**src/rtl/iqa_pkg.sv**
```systemverilog
package iqa_pkg;
   typedef enum logic [1:0] {
      POL_SHARED     = 2'd0,
      POL_SPLIT      = 2'd1,
      POL_PCT        = 2'd2,
      POL_SHARED_ALT = 2'd3
   } pol_e;
endpackage

```
**src/rtl/iqa_cap_calc.sv**
```systemverilog
module iqa_cap_calc
   import iqa_pkg::*;
#(
   parameter int N = 4,
   parameter int E = 16,
   parameter int CW = $clog2(E + 1)
) (
   input  logic [1:0]    pol_i,
   input  logic [6:0]    pct_i,
   input  logic [N-1:0]  act_i,
   output logic [CW-1:0] cap_o [N]
);
   localparam int KW = $clog2(N + 1);
   localparam int PW = CW + 7;

   logic [KW-1:0] n_act;
   logic [CW-1:0] split_tab [N+1];
   logic [6:0]    pct_c;
   logic [PW-1:0] prod;
   logic [CW-1:0] pct_cap;

   always_comb begin
      n_act = '0;
      for (int i = 0; i < N; i++) n_act = n_act + KW'(act_i[i]);
   end

   // Quotients by a constant divisor, one per possible active count
   for (genvar k = 0; k <= N; k++) begin : g_tab
      localparam int DIV = (k == 0) ? N : k;
      assign split_tab[k] = CW'(E / DIV);
   end

   assign pct_c   = (pct_i > 7'd100) ? 7'd100 : pct_i;
   assign prod    = PW'(pct_c) * PW'(E);
   assign pct_cap = CW'(prod / PW'(100));

   for (genvar t = 0; t < N; t++) begin : g_thr
      always_comb begin
         case (pol_e'(pol_i))
            POL_SPLIT: cap_o[t] = (n_act != '0 && act_i[t]) ? split_tab[n_act] : split_tab[0];
            POL_PCT:   cap_o[t] = (n_act == KW'(1) && act_i[t]) ? CW'(E) : pct_cap;
            default:   cap_o[t] = CW'(E);
         endcase
      end
   end
endmodule

```
**src/rtl/iqa_thread_ctr.sv**
```systemverilog
module iqa_thread_ctr #(
   parameter int E = 16,
   parameter int CW = $clog2(E + 1)
) (
   input  logic          clk,
   input  logic          rst_n,
   input  logic [CW-1:0] cap_i,
   input  logic          room_i,
   input  logic          alloc_hit_i,
   input  logic          rel_hit_i,
   input  logic          sq_hit_i,
   output logic          alloc_ok_o,
   output logic          rel_ok_o,
   output logic          sq_ok_o,
   output logic [CW-1:0] free_o
);
   logic [CW-1:0] cap_q;
   logic [CW-1:0] cnt_q;

   assign rel_ok_o   = rel_hit_i && (cnt_q != '0);
   assign sq_ok_o    = sq_hit_i && (cnt_q > (rel_ok_o ? CW'(1) : CW'(0)));
   assign alloc_ok_o = alloc_hit_i && room_i && (cnt_q < cap_q);
   assign free_o     = (cap_q > cnt_q) ? (cap_q - cnt_q) : '0;

   always_ff @(posedge clk) cap_q <= cap_i;

   always_ff @(posedge clk) begin
      if (!rst_n) cnt_q <= '0;
      else        cnt_q <= cnt_q + CW'(alloc_ok_o) - CW'(rel_ok_o) - CW'(sq_ok_o);
   end
endmodule

```
**src/rtl/iqa_alloc.sv**
```systemverilog
module iqa_alloc
   import iqa_pkg::*;
#(
   parameter int N_THREADS = 4,
   parameter int N_ENTRIES = 16,
   localparam int TW = (N_THREADS > 1) ? $clog2(N_THREADS) : 1,
   localparam int CW = $clog2(N_ENTRIES + 1)
) (
   input  logic                   clk,
   input  logic                   rst_n,
   input  logic [1:0]             policy_i,
   input  logic [6:0]             pct_i,
   input  logic [N_THREADS-1:0]   active_i,
   input  logic                   alloc_i,
   input  logic [TW-1:0]          alloc_tid_i,
   input  logic                   rel_i,
   input  logic [TW-1:0]          rel_tid_i,
   input  logic                   sq_i,
   input  logic [TW-1:0]          sq_tid_i,
   output logic                   full_o,
   output logic [N_THREADS-1:0]   thr_full_o,
   output logic [CW-1:0]          free_o,
   output logic [N_THREADS*CW-1:0] thr_free_o,
   output logic                   ovf_err_o,
   output logic                   unf_err_o
);
   localparam int SW = CW + 2;

   if (N_THREADS < 2)         begin : g_bad_n  $error("N_THREADS must be at least 2"); end
   if (N_ENTRIES < N_THREADS) begin : g_bad_e  $error("N_ENTRIES must be at least N_THREADS"); end

   logic [CW-1:0]        cap_c [N_THREADS];
   logic [N_THREADS-1:0] a_ok, r_ok, s_ok;
   logic [CW-1:0]        free_q;
   logic                 ovf_q, unf_q;
   logic [SW-1:0]        free_nxt;

   iqa_cap_calc #(.N(N_THREADS), .E(N_ENTRIES), .CW(CW)) u_cap (
      .pol_i (policy_i),
      .pct_i (pct_i),
      .act_i (active_i),
      .cap_o (cap_c)
   );

   for (genvar t = 0; t < N_THREADS; t++) begin : g_thr
      logic [CW-1:0] tf;
      iqa_thread_ctr #(.E(N_ENTRIES), .CW(CW)) u_ctr (
         .clk         (clk),
         .rst_n       (rst_n),
         .cap_i       (cap_c[t]),
         .room_i      (free_q != '0),
         .alloc_hit_i (alloc_i && (alloc_tid_i == TW'(t))),
         .rel_hit_i   (rel_i && (rel_tid_i == TW'(t))),
         .sq_hit_i    (sq_i && (sq_tid_i == TW'(t))),
         .alloc_ok_o  (a_ok[t]),
         .rel_ok_o    (r_ok[t]),
         .sq_ok_o     (s_ok[t]),
         .free_o      (tf)
      );
      assign thr_free_o[t*CW +: CW] = tf;
      assign thr_full_o[t]          = (tf == '0);
   end

   always_comb begin
      free_nxt = SW'(free_q);
      for (int t = 0; t < N_THREADS; t++)
         free_nxt = free_nxt + SW'(r_ok[t]) + SW'(s_ok[t]) - SW'(a_ok[t]);
   end

   always_ff @(posedge clk) begin
      if (!rst_n) begin
         free_q <= CW'(N_ENTRIES);
         ovf_q  <= 1'b0;
         unf_q  <= 1'b0;
      end else begin
         free_q <= CW'(free_nxt);
         ovf_q  <= alloc_i && (a_ok == '0);
         unf_q  <= (rel_i && (r_ok == '0)) || (sq_i && (s_ok == '0));
      end
   end

   assign free_o    = free_q;
   assign full_o    = (free_q == '0);
   assign ovf_err_o = ovf_q;
   assign unf_err_o = unf_q;
endmodule

```
**config.mk**
```make
export PLATFORM = sky130hd
export DESIGN_NAME = iqa_alloc
export DESIGN_NICKNAME = d
export VERILOG_FILES = /design/src/rtl/iqa_pkg.sv /design/src/rtl/iqa_cap_calc.sv /design/src/rtl/iqa_thread_ctr.sv /design/src/rtl/iqa_alloc.sv
export SDC_FILE = /design/constraint.sdc
export NUM_CORES = 1
export LEC_CHECK = 0
export BUFFER_PORTS_ARGS = -buffer_cell sky130_fd_sc_hd__buf_2
export CAP_MARGIN = 20
export CORE_MARGIN = 4
export CORE_UTILIZATION = 50
export DETAILED_ROUTE_END_ITERATION = 7
export PLACE_DENSITY = 0.69
export SYNTH_ARGS = -nofsm -noshare
export SYNTH_HDL_FRONTEND = slang
export SYNTH_SLANG_ARGS = --single-unit
```
**constraint.sdc**
```tcl
create_clock -name clk -period 6 [get_ports clk]
set_input_delay 0.6 -clock clk [delete_from_list [all_inputs] [get_ports clk]]
set_output_delay 0.6 -clock clk [all_outputs]
set_load 0.05 [all_outputs]
```
[After elaboration in Yosys (flattened, before gate mapping)]
Memories as Yosys holds them, arrays and structs flattened.
Index checks and enable logic that the tools add are counted.
W data, S select, Z words.
Word-level totals
  memory bits (read-only): 40
  bits in writable memories: 0
  word-level logic and storage cells: 151
  memories kept: 1
  output and inout bits: 32
  bits in latches: 0
  input bits: 24
  register bits after elaboration: 47
Cells by class
  $lt $le $gt $ge: 14
  mux-type cells: 23
  $add $sub $neg: 31
  multipliers: 0
  divide/modulo/power cells: 1
  equality and inequality tests: 12
  shifts and indexed selects: 0
  bitwise operators: 1
  reduce and logical (&&, ||, !) cells: 57
Memories
  (no name shown): depth 8, bits a word 5, read ports 1, clocked after Yosys merged registers in 0, wr ports 0, RTL line iqa_cap_calc.sv:40  | POL_SPLIT: cap_o[t] = (n_act != '0 && act_i[t]) ? split_tab[n_act] : split_tab[0];
Operators by type and width (count)
  $mux W5: 14
  $add A5 B1 Y5: 12
  $sub A5 B1 Y5: 12
  $gt A5 B5 Y1: 8
  $pmux W5 S2: 4
  $logic_and A1 B1 Y1: 39
  $logic_not A5 Y1: 5
  $reduce_bool A5 Y1: 5
  $lt A5 B5 Y1: 4
  $sub A5 B5 Y5: 4
  $eq A2 B2 Y1 const B: 7
  $div A11 B7 Y12 const B: 1
  $logic_not A4 Y1: 3
  $eq A2 B1 Y1 const B: 4
  $gt A7 B7 Y1 const B: 1
  $mux W7: 1
  $add A3 B1 Y3: 2
  $logic_not A2 Y1: 3
  $ge A4 B4 Y1 const B: 1
  $mux W1: 4
  $not A3 Y4: 1
  $eq A3 B1 Y1 const B: 1
  $reduce_bool A3 Y1: 1
  $add A1 B1 Y2: 1
  $logic_or A1 B1 Y1: 1

[Depth between registers and ports, before layout]
  depth in word-level cells: 17
  mapped depth: 22

[By module]
A second synthesis with hierarchy kept.
Second synthesis, totals
  cells, all modules: 678
  area total of the unflattened synthesis: 5703.0 µm²
By module, submodules not included
  iqa_thread_ctr: times used 4, sequential area each 200.2 µm², area an instance 728.2 µm², cells an instance 77
  iqa_cap_calc: times used 1, sequential area each 0.0 µm², area an instance 1989.4 µm², cells an instance 275
  iqa_alloc: times used 1, sequential area each 140.1 µm², area an instance 800.8 µm², cells an instance 95

[Least setup slack after synthesis]
OpenSTA, ideal clock, no wires.
  path kind: flip-flop to flip-flop
  start: register g_thr[0].u_ctr.cnt_q[2]
  end: register free_q[4] (netlist: free_o[4])
  arrival: 5.013 ns
  cell stages (with the launch flop): 22
  required time: 5.877 ns
  path slack: 0.864 ns
  period minus slack after synthesis: 5.136 ns
  setup time: 0.123 ns
  path buffers: 0
  cell sequence: dfxtp_1 > inv_1 > ha_1 > nor4b_1 > nor4b_1 > ha_1 > nand3_1 > a21oi_1 > or3_1 > inv_1 > fa_1 > inv_1 > fa_1 > fa_1 > fa_1 > fa_1 > inv_1 > fa_1 > a21o_1 > a21oi_1 > xnor2_1 > nand2_1
On the way
  longest elaborated chain between the ends: 16
RTL lines
  from (decl): RTL line iqa_thread_ctr.sv:18  | logic [CW-1:0] cnt_q;
  from (signal assigned): RTL line iqa_thread_ctr.sv:29  | else cnt_q <= cnt_q + CW'(alloc_ok_o) - CW'(rel_ok_o) - CW'(sq_ok_o);
  $reduce_bool A5 Y1: RTL line iqa_thread_ctr.sv:20  | assign rel_ok_o = rel_hit_i && (cnt_q != '0);
  $logic_and A1 B1 Y1: RTL line iqa_thread_ctr.sv:20
  $mux W1: RTL line iqa_thread_ctr.sv:21  | assign sq_ok_o = sq_hit_i && (cnt_q > (rel_ok_o ? CW'(1) : CW'(0)));
  $gt A5 B5 Y1: RTL line iqa_thread_ctr.sv:21
  $logic_and A1 B1 Y1: RTL line iqa_thread_ctr.sv:21
  $add A5 B1 Y5: RTL line iqa_alloc.sv:67  | free_nxt = free_nxt + SW'(r_ok[t]) + SW'(s_ok[t]) - SW'(a_ok[t]);
  $sub A5 B1 Y5 (*): RTL line iqa_alloc.sv:67
  $add A5 B1 Y5 (*) (2 in a row): RTL line iqa_alloc.sv:67
  $sub A5 B1 Y5 (*): RTL line iqa_alloc.sv:67
  $add A5 B1 Y5 (*) (2 in a row): RTL line iqa_alloc.sv:67
  $sub A5 B1 Y5 (*): RTL line iqa_alloc.sv:67
  $add A5 B1 Y5 (*) (2 in a row): RTL line iqa_alloc.sv:67
  $sub A5 B1 Y5 (*): RTL line iqa_alloc.sv:67
  to (signal assigned): RTL line iqa_alloc.sv:72  | free_q <= CW'(N_ENTRIES);
  to (signal assigned): RTL line iqa_alloc.sv:76  | free_q <= CW'(free_nxt);
  to (decl): RTL line iqa_alloc.sv:34  | logic [CW-1:0] free_q;
Mark *: on every way between the ends. The rest lies on a longest branch, timed or not.
A chain may end at the register's enable or synchronous reset.

[Worst setup path after layout]
Same ends and word-level chain as after synthesis.

==> impl_metrics.ini <==
[yosys]
synth_enable_flop_cells = 0
synth_top_area_share_pct = 18.9
synth_top_area_cell = dfxtp_1
synthTopCellsByArea = dfxtp_1, ha_1, fa_1, inv_1, and2_1
ys_warn_count = 0
yosysMostFrequentCell = inv_1
avgSynthCellArea_um2 = 8.43
synth_cell_type_count = 72
synthCells = 591
ys.flop_type = dfxtp_1
yosysSeqAreaShare_pct = 18.9
synth_common_cells = inv_1, ha_1, dfxtp_1, and2_1, nand2_1
syn-num-nets = 710
async_flop_share_pct = 0
synthesis.area_um2 = 4980
synth-seq-cells = 47

[layout]
area_delta_synth_final_pct = 9.25
post-route-util_pct = 55.9
layoutNonFillerInstCount = 771
diodes = 0
drive_gt1_share_pct = 13.6
layout.nets = 756

[timing]
setup_viol = 0
relSlewSlack_pct = 34.8
tns_ns = 0
finalHoldViolCount = 0
period_needed_ns = 5.55
grt_setup_unrepaired = false
setup_slack_ns = 0.449
skew_ns = 0.0163
fmax_ghz = 0.180
worstMarginPinSlew_ns = 0.978
fin_crit_sh_pct = 92.5
slew_violations = 0

[floorplan]
ioPinCount = 56
rows = 36
die_w_um = 108
core-area_um2 = 9730
fp.dieH_um = 108
die-area_um2 = 11600
start_util_pct = 51.2

[worst_setup_path]
start_kind = register
worst_setup_path_end_kind = register
path_max_fanout = 4
cpMostUsedCell = fa_1
critPathMaxStageDelay_ns = 0.52
critPathRequiredTime_ns = 6.19
r2r_cells = 21
reg2reg_from = g_thr[0].u_ctr.cnt_q[2]
cp.arrival_ns = 5.74
critPathTopFamily = adder cells
cp_cell_sequence = inv_1 > ha_1 > nor4b_1 > nor4b_1 > ha_1 > nand3_1 > a21oi_1 > or3_1 > inv_1 > fa_1 > inv_1 > fa_1 > fa_1 > fa_1 > fa_1 > inv_1 > fa_1 > a21o_1 > a21oi_1 > xnor2_1 > nand2_1
ff2ff_setup_slack_ns = 0.45
crit_path_end = free_o[4]
cp.depth = 21
r2r_end = free_o[4]
critPathSlowestCell = nor4b_1
critPathBufInv = 4
crit_start = g_thr[0].u_ctr.cnt_q[2]
path_class = register to register

[cts]
insertion_delay_ns = 0.31
clock-root-buffer = clkbuf_8
cts_hold_buf = 0
cts-resized-gates = 0
cts_inserted_buffers = 5
clkSinkCount = 47
htree_levels = 2
clkTransAtPathRegs_ns = 0.10
post_cts_buffers = 0
cts_buffer_depth = 2
tritoncts = done

[route]
vias = 4263
ant_nets = 0
via_per_inst = 5.53
dr.pass1.iters = 5
routedWlPerCell_um = 14.7
routed_wl_um = 11300
wl_met1_um = 5100
first_iter_violations = 222
dr_wl_met3_um = 475
wl_met2_um = 5590
dr.max_layer_used = met4
drc = 0

[power_and_ir_drop]
pwr-share-clk_pct = 8.2
p_int_mw = 1.35
p_comb_share_pct = 76.5
p_switching_mw = 1.65
leakage_nw = 2.60
swShare_pct = 55.0
max-vdd-ir-drop_mv = 0.415
seq_power_share_pct = 15.3
finalPower_mw = 2.99
cellPowerDensity_nw_per_um2 = 550

[place]
portBuffers = 55
dp.cells = 763
dpl.hpwl_um = 9400
dpl_worst_slack_ns = 0.383
routabilityCongestion = 0.863

[grt]
grt_pass1_wl_um = 19300
grt_pass1_vias = 4123
antenna_found_initial = 0
overflow = 0
grt_max_degree = 28
grt_usage_pct = 20.3

[min_path]
hold_path.class = input port to register
min_from = alloc_i

[flow_run]
drv_cap = 0

[run_status]
status = complete, no violations
## worst min path at each step
stage                                          to  slack, ns  cells past startpoint
after global placement    g_thr[0].u_ctr.cnt_q[2]       0.63                      2
final                                   ovf_err_o       0.52                      3
after global routing                    ovf_err_o       0.54                      3
after CTS                               ovf_err_o       0.52                      3
after detailed placement  g_thr[0].u_ctr.cnt_q[2]       0.63                      2
after floorplan           g_thr[0].u_ctr.cnt_q[2]       0.61                      2
## layout by cell type, fill, tap and decap left out, types with 4 or more instances in the layout
cell type / count
nand2_1: 38
and3_1: 4
nor2_1: 19
a21o_1: 22
a211oi_1: 4
o22ai_1: 7
nor3_1: 12
a21oi_1: 37
a21boi_0: 5
inv_1: 82
buf_2: 55
o21ai_0: 16
dfxtp_1: 47
nand3_1: 28
clkbuf_8: 5
nor4b_1: 4
a31oi_1: 11
nor2b_1: 7
fa_1: 22
mux2i_1: 4
and2_1: 38
xor2_1: 13
or3_1: 11
xnor2_1: 14
ha_1: 73
## power groups by stage
stage | clock network (mW) | registers [mW] | logic [mW]
5_1_grt | 0.258 | 0.470 | 2.55
6_report | 0.245 | 0.458 | 2.29
3_3_place_gp | 0 | 0.463 | 2.24
3_5_place_dp | 0 | 0.467 | 2.29
4_1_cts | 0.249 | 0.459 | 2.30
2_1_floorplan | 0 | 0.505 | 1.79
## sequential cells by signal (all words and copies together), names as in the netlist
| register | cells |
|---|---|
| g_thr.u_ctr.cap_q | 20 |
| g_thr.u_ctr.cnt_q | 20 |
| ovf_err_o | 1 |
| free_o | 5 |
| unf_err_o | 1 |
## cell families (layout without fill, tap and decap cells)
family,after synthesis,in the layout,synth area share [%]
DFF,47,47,18.9
xor gates and xnor gates,28,28,5.30
muxes,7,7,1.78
AOI/OAI and AO/OA,135,135,19.0
buffers and inverters,98,145,8.14
adders and majority gates,95,95,27.2
and+or+nand+nor,181,181,19.7
## per-layer routing
layer,vias up,GRT usage (%)
met2,106,35.6
met5,-,0
met1,2004,26.5
met4,0,4.78
li1,2138,-
met3,15,2.34
## worst register-to-register path: cells and delay by family (launching register included)
kind	cells	cell delay, ns
AOI/OAI and AO/OA	3	0.42
and+or+nand+nor	5	1.21
adders and majority gates	8	2.93
xor gates and xnor gates	1	0.13
buffers and inverters	4	0.34
DFF	1	0.39
## stage by stage
stage / hold slack, ns / area, µm²
finish: 0.523 / 5440
floorplan: 0.608 / 4980
CTS: 0.519 / 5440
global placement: 0.634 / 5320
detailed placement: 0.633 / 5320
global route: 0.540 / 5440
## cell type report
class	count	area, µm²
Inverter	82	308
Sequential cell	47	941
Fill cell	878	4290
Multi-Input combinational cell	446	3630
Clock buffer	5	68.8
Timing Repair Buffer	55	275
Tap cell	133	166
Clock inverter	3	47.5
No activity file was read; power rests on OpenSTA's default activity.
